`config.mk`:
```
export PLATFORM = sky130hd
export DESIGN_NAME = ham74_codec
export DESIGN_NICKNAME = d
export VERILOG_FILES = /design/src/rtl/ham74_pkg.sv /design/src/rtl/ham74_enc.sv /design/src/rtl/ham74_syn.sv /design/src/rtl/ham74_fix.sv /design/src/rtl/ham74_codec.sv
export SDC_FILE = /design/constraint.sdc
export NUM_CORES = 1
export LEC_CHECK = 0
export ABC_AREA = 1
export BUFFER_PORTS_ARGS = -buffer_cell sky130_fd_sc_hd__clkbuf_2
export CAP_MARGIN = 20
export CORE_AREA = 2 2 41 43
export DETAILED_ROUTE_END_ITERATION = 8
export DIE_AREA = 0 0 43 45
export PLACE_DENSITY = 0.8
export SYNTH_ARGS = -nofsm -noshare
export SYNTH_HDL_FRONTEND = slang
export SYNTH_SLANG_ARGS = --single-unit
```
`constraint.sdc`:
```
create_clock -name clk -period 2 [get_ports clk]
set_input_delay 0.1 -clock clk [delete_from_list [all_inputs] [get_ports clk]]
set_output_delay 0.1 -clock clk [all_outputs]
set_load 0.02 [all_outputs]
```
`src/rtl/ham74_pkg.sv`:
```
package ham74_pkg;
  localparam int K = 4;
  localparam int R = 3;
  localparam int N = K + R;

  typedef logic [K-1:0] data_t;
  typedef logic [R-1:0] syn_t;
  typedef logic [N-1:0] code_t;

  // Parity contribution of each data bit, index 0 = data bit 1 (leftmost).
  localparam syn_t PROW [K] = '{3'b111, 3'b110, 3'b101, 3'b011};

  // Column of the check matrix for position pos (0 = leftmost code bit).
  function automatic syn_t col_of(input int pos);
    syn_t c;
    if (pos < K) c = PROW[pos];
    else         c = syn_t'(1) << (N - 1 - pos);
    return c;
  endfunction

  // Vector index holding position pos.
  function automatic int vidx(input int pos);
    return N - 1 - pos;
  endfunction
endpackage

```
`src/rtl/ham74_enc.sv`:
```
module ham74_enc
  import ham74_pkg::*;
(
  input  data_t data_i,
  output code_t code_o
);
  syn_t par;

  always_comb begin
    par = '0;
    for (int i = 0; i < K; i++) begin
      if (data_i[K-1-i]) par = par ^ PROW[i];
    end
  end

  assign code_o = {data_i, par};
endmodule

```
`src/rtl/ham74_syn.sv`:
```
module ham74_syn
  import ham74_pkg::*;
(
  input  code_t code_i,
  output syn_t  syn_o
);
  always_comb begin
    syn_o = '0;
    for (int p = 0; p < N; p++) begin
      if (code_i[vidx(p)]) syn_o = syn_o ^ col_of(p);
    end
  end
endmodule

```
`src/rtl/ham74_fix.sv`:
```
module ham74_fix
  import ham74_pkg::*;
(
  input  code_t code_i,
  input  syn_t  syn_i,
  output code_t flip_o,
  output data_t data_o,
  output logic  err_o,
  output logic  fix_o
);
  code_t fixed;

  for (genvar p = 0; p < N; p++) begin : g_match
    assign flip_o[vidx(p)] = (syn_i != '0) && (syn_i == col_of(p));
  end

  assign fixed  = code_i ^ flip_o;
  assign data_o = fixed[N-1 -: K];
  assign err_o  = |syn_i;
  assign fix_o  = |flip_o[N-1 -: K];
endmodule

```
`src/rtl/ham74_codec.sv`:
```
module ham74_codec
  import ham74_pkg::*;
#(
  parameter bit OUT_REG = 1'b1
) (
  input  logic       clk,
  input  logic       rst,
  input  logic [3:0] enc_data_i,
  output logic [6:0] enc_code_o,
  input  logic [6:0] dec_code_i,
  output logic [3:0] dec_data_o,
  output logic       dec_err_o,
  output logic       dec_fix_o
);
  code_t enc_c;
  syn_t  syn;
  code_t flip;
  data_t dat_c;
  logic  err_c, fix_c;

  ham74_enc u_enc (.data_i(enc_data_i), .code_o(enc_c));
  ham74_syn u_syn (.code_i(dec_code_i), .syn_o(syn));
  ham74_fix u_fix (.code_i(dec_code_i), .syn_i(syn), .flip_o(flip),
                   .data_o(dat_c), .err_o(err_c), .fix_o(fix_c));

  if (OUT_REG) begin : g_reg
    always_ff @(posedge clk) begin
      if (rst) begin
        enc_code_o <= '0;
        dec_data_o <= '0;
        dec_err_o  <= 1'b0;
        dec_fix_o  <= 1'b0;
      end else begin
        enc_code_o <= enc_c;
        dec_data_o <= dat_c;
        dec_err_o  <= err_c;
        dec_fix_o  <= fix_c;
      end
    end

    p_systematic_r1: assert property (@(posedge clk) disable iff (rst)
      !$past(rst) |-> enc_code_o[6:3] == $past(enc_data_i));
  end else begin : g_comb
    assign enc_code_o = enc_c;
    assign dec_data_o = dat_c;
    assign dec_err_o  = err_c;
    assign dec_fix_o  = fix_c;
  end

  p_fix_needs_err_r6: assert property (@(posedge clk) disable iff (rst)
    dec_fix_o |-> dec_err_o);
  p_one_flip_r5: assert property (@(posedge clk) disable iff (rst)
    $onehot0(flip));
  p_clean_no_flip_r4: assert property (@(posedge clk) disable iff (rst)
    (syn == '0) |-> (flip == '0));
  p_nonzero_flips_r8: assert property (@(posedge clk) disable iff (rst)
    (syn != '0) |-> ($countones(flip) == 1));
endmodule

```
# [Word level (Yosys, flattened, before mapping)]
# Cells that the tools add are included.
[op_classes] reduce_logical=10 n_mul=0 eq_ne=7 n_addsub=0 n_bitwise=10 n_mux=17 magnitude_cmp=0 shifts=0 div=0
[op_table] op="two-way mux 3 bit" count=16
[op_table] op="XOR 3 bit" count=6
[op_table] op="== test 3 bit, second input constant" count=4
[op_table] op="logical AND 1 bit" count=7
[op_table] op="XOR 7 bit" count=1
[op_table] op="== test 3 x 2 -> 1 bit, second input constant" count=2
[op_table] op="NOT 2 bit" count=3
[op_table] op="OR reduction 4 bit" count=1
[op_table] op="== test 3 x 1 -> 1 bit, second input constant" count=1
[op_table] op="nonzero test 3 bit" count=1
[op_table] op="OR reduction 3 bit" count=1
[op_table] op="two-way mux 2 bit" count=1
[totals] reg_bits=13 memories=0 output_inout_bits=13 inputBits=13 word_cells=48 mem_bits_rw=0 latchBits=0 rom_bits=0

# [Longest topological paths before layout]
[logic_depth] depth_word=16 ltp_mapped=10 ltp_nobuf=10

# [By module]
# Synthesis repeated with hierarchy kept, for this count alone.
[unflattened] hier_cells=142 area_unflattened_um2=859.6
[modules_own_cells] module="ham74_codec" cells_per_inst=40 area_per_inst_um2=369.1 instances=1
[modules_own_cells] module="ham74_fix" cells_per_inst=37 area_per_inst_um2=203.9 instances=1
[modules_own_cells] module="ham74_syn" cells_per_inst=40 area_per_inst_um2=165.2 instances=1
[modules_own_cells] module="ham74_enc" cells_per_inst=25 area_per_inst_um2=121.4 instances=1

# [Worst setup path before layout]
# OpenSTA, ideal clock, no wires.
[synth_path] path_type="input port to flip-flop" startpoint="input dec_code_i[5]" endpoint="register dec_data_o[0]" path_stages=10 setup_slack_ns=1.233 t_required_ns=1.890 setup_ns=0.110 arrival_ns=0.658 cell_sequence="inv_1 nand2_1 nand2_2 nand2_2 nand2_4 inv_2 nand3_1 nand2_1 inv_1 nor2_1"
[synth_between] elab_chain_cells=14
[synth_lines] item="start: declaration" line="ham74_codec.sv:10" text="input logic [6:0] dec_code_i,"
[synth_lines] item="two-way mux 3 bit *" line="ham74_syn.sv:10" text="if (code_i[vidx(p)]) syn_o = syn_o ^ col_of(p);"
[synth_lines] item="XOR 3 bit" line="ham74_syn.sv:10"
[synth_lines] item="two-way mux 3 bit *" line="ham74_syn.sv:10"
[synth_lines] item="XOR 3 bit" line="ham74_syn.sv:10"
[synth_lines] item="two-way mux 3 bit *" line="ham74_syn.sv:10"
[synth_lines] item="XOR 3 bit" line="ham74_syn.sv:10"
[synth_lines] item="two-way mux 3 bit *" line="ham74_syn.sv:10"
[synth_lines] item="XOR 3 bit" line="ham74_syn.sv:10"
[synth_lines] item="two-way mux 3 bit *" line="ham74_syn.sv:10"
[synth_lines] item="XOR 3 bit" line="ham74_syn.sv:10"
[synth_lines] item="two-way mux 3 bit *" line="ham74_syn.sv:10"
[synth_lines] item="== test 3 x 2 -> 1 bit or nonzero test 3 bit (tied branches)" line="ham74_fix.sv:14" text="assign flip_o[vidx(p)] = (syn_i != '0) && (syn_i == col_of(p));"
[synth_lines] item="logical AND 1 bit *" line="ham74_fix.sv:14"
[synth_lines] item="XOR 7 bit *" line="ham74_fix.sv:17" text="assign fixed = code_i ^ flip_o;"
[synth_lines] item="end signal: assignment" line="ham74_codec.sv:35" text="dec_data_o <= dat_c;"
[synth_lines] item="end: declaration" line="ham74_codec.sv:11" text="output logic [3:0] dec_data_o,"
# Mark *: on every way between the ends. The rest lies on a longest branch, timed or not.
# A chain may end at the register's enable or synchronous reset.

# [Final worst setup path]
[layout_path] startpoint="register dec_fix_o" endpoint="output dec_fix_o"
[layout_lines] item="start: declaration" line="ham74_codec.sv:13" text="output logic dec_fix_o"
[layout_lines] item="start signal: assignment" line="ham74_codec.sv:37" text="dec_fix_o <= fix_c;"
# No word-level cell between the ends.

==> impl_metrics.toml <==
[sta]
finalSetupTns_ns = 0
rsz0062_at_grt = "no"
final_hold_viol_count = 0
fin_crit_ns = 0.845
hold_ws_ns = 0.0399
layout_setup_ws_ns = 1.16
clock.fmax_mhz = 1180
finalSetupViolations = 0
finalCritPeriodShare_pct = 42.2
worst_pin_slew_ns = 0.309
slew_headroom_pct = 79.2
drv_slew = 0

[floorplanning]
initial_core_util_pct = 48.0
rows = 14
die_y_um = 45
core_area_um2 = 1470
ios = 26
dieArea_um2 = 1940
die_width_um = 43

[cts]
hold_buffers = 0
cts_htree_levels = 1
postCtsSetupBuffers = 0
cts_buffers = 3
cts_tree = "built"
cts.sinks = 13
cts-resized-gates = 0
clk_pin_slew_ns = 0.07
cts_buffer_depth = 2
cts_root_buf = "clkbuf_4"

[synthesis]
synth_fa_ha_area_share_pct = 0
yosys_warnings = 0
synth_compound_area_share_pct = 5.66
synth_top_area_share_pct = 36.8
synth_top_family_by_area = "simple AND/OR/NAND/NOR gates"
synth-xor-area-share_pct = 3.72
ys_seq_area_share_pct = 36.8
synth_top_area_cell = "dfxtp_1"
synthMuxAreaShare_pct = 0
ys_types = 16
netlist_area_um2 = 707
synth_cells = 107
syn_area_per_cell_um2 = 6.61
synth-simple-area-share_pct = 43.2
synth_fp_nets = 120
yosys-top-cells-area = "dfxtp_1, nand2_1, nand2_2, inv_1, nand2_4"
synth_seq_cells = 13

[critical_path]
worst_path_max_delay_cell = "dfxtp_1"
startpoint_type = "flop"
max_stage_delay_ns = 0.32
critPathTopFamily = "flip-flops"
cp_num_buf_inv = 1
critPathArrivalTime_ns = 0.74
critPathLaunch = "dec_fix_o"
path_max_fanout = 1
worstPathRequired_ns = 1.90
cp_cell_sequence = "clkbuf_2"
cp-end-kind = "output pin"
criticalPathCategory = "reg -> out"

[finish]
finalNetCount = 149
antennaDiodeCount = 0
final_cells = 151
drive_gt1_share_pct = 34.8
area_growth_pct = 23.7
fin_util_pct = 59.4
fillers = 157

[placement]
dp_hpwl_um = 1100
port_buffers = 25
post-place-ws_ns = 0.976
placed_cells = 147
gp_congestion = 0.784

[routing]
drt-total-wl_um = 1290
ant_nets = 0
drc = 0
first_pass_iters = 4
dr.first_iter.drc_count = 11
vias = 703
wl_per_cell_um = 8.56
via_per_inst = 4.66

[global_route]
grt-ovfl-total = 0
gr-usage-all-layers_pct = 16.1
antenna_found_initial = 0
grt_pass1_vias = 614
grt_pass1_wl_um = 2350
grt_max_degree = 10

[worst_hold_path]
holdCritStartpoint = "enc_data_i[0]"
hp-class = "in -> reg"

[run_status]
status = "complete, no violations"

[power_and_ir_drop]
ir_worst_vdd_v = 0.000236
p_leak_nw = 0.518
power_density_nw_per_um2 = 693

[job]
maxCapViolCount = 0
==> registers in the layout, summed over array words and instances, names as in the netlist <==
name,count
dec_err_o,1
dec_data_o,4
dec_fix_o,1
enc_code_o,7
==> cell usage in the layout (no fill, tap or decap) <==
cell type,count
nand3_1,4
nor2_1,12
inv_2,6
dfxtp_1,13
clkbuf_1,1
a21oi_1,5
clkbuf_4,3
xnor2_1,2
nor3_1,1
clkbuf_2,25
o21ai_0,3
nand2_4,4
xor2_1,1
inv_1,13
nand4_1,4
nand2_1,29
nor2_2,1
nand2_2,8
==> cells by family after synthesis <==
| family | Yosys count |
|---|---|
| simple gates | 63 |
| buf+inv | 20 |
| xor+xnor | 3 |
| compound gates | 8 |
| flops | 13 |
==> through the flow <==
| stage | instance area [µm²] | power (mW) |
|---|---|---|
| final | 875 | 0.606 |
| after global routing | 875 | 0.650 |
| after CTS | 875 | 0.616 |
| after floorplan | 707 | 0.410 |
| after detailed placement | 848 | 0.463 |
| after global placement | 848 | 0.458 |
==> metal layers <==
metal	routed length, µm	GRT usage [%]	up-vias
met5	0	0	-
met4	10	9.09	0
met3	104	3.20	2
met2	670	28.5	25
met1	507	18.4	295
li1	-	-	381
==> layout make-up <==
class	instances	area (µm²)	area share, %
flip-flops and latches	13	260	29.8
multi-input cells	74	372	42.5
well taps	16	20.0	2.29
inverters	19	71.3	8.15
clock buffers	4	26.3	3.00
repair buffers	25	125	14.3
==> final timing paths <==
check | end | slack, ns | depth (start not counted)
worst max-delay path | dec_fix_o | 1.16 | 1
worst min-delay path | enc_code_o[1] | 0.04 | 2
==> power breakdown <==
part           leakage [nW]  switching (mW)  total, mW  internal (mW)
combinational         0.395           0.113      0.172         0.0586
sequential            0.108         0.00460      0.283          0.279
clock                0.0150          0.0739      0.151         0.0771
==> Yosys cell counts <==
cell type,n
nor2_1,12
nand3_1,4
nor2_2,1
o21ai_0,3
xor2_1,1
nand2_4,4
nand2_2,8
nand2_1,29
inv_2,6
clkbuf_1,1
a21oi_1,5
nand4_1,4
inv_1,13
dfxtp_1,13
xnor2_1,2
nor3_1,1
(Power assumes the default switching activity.)
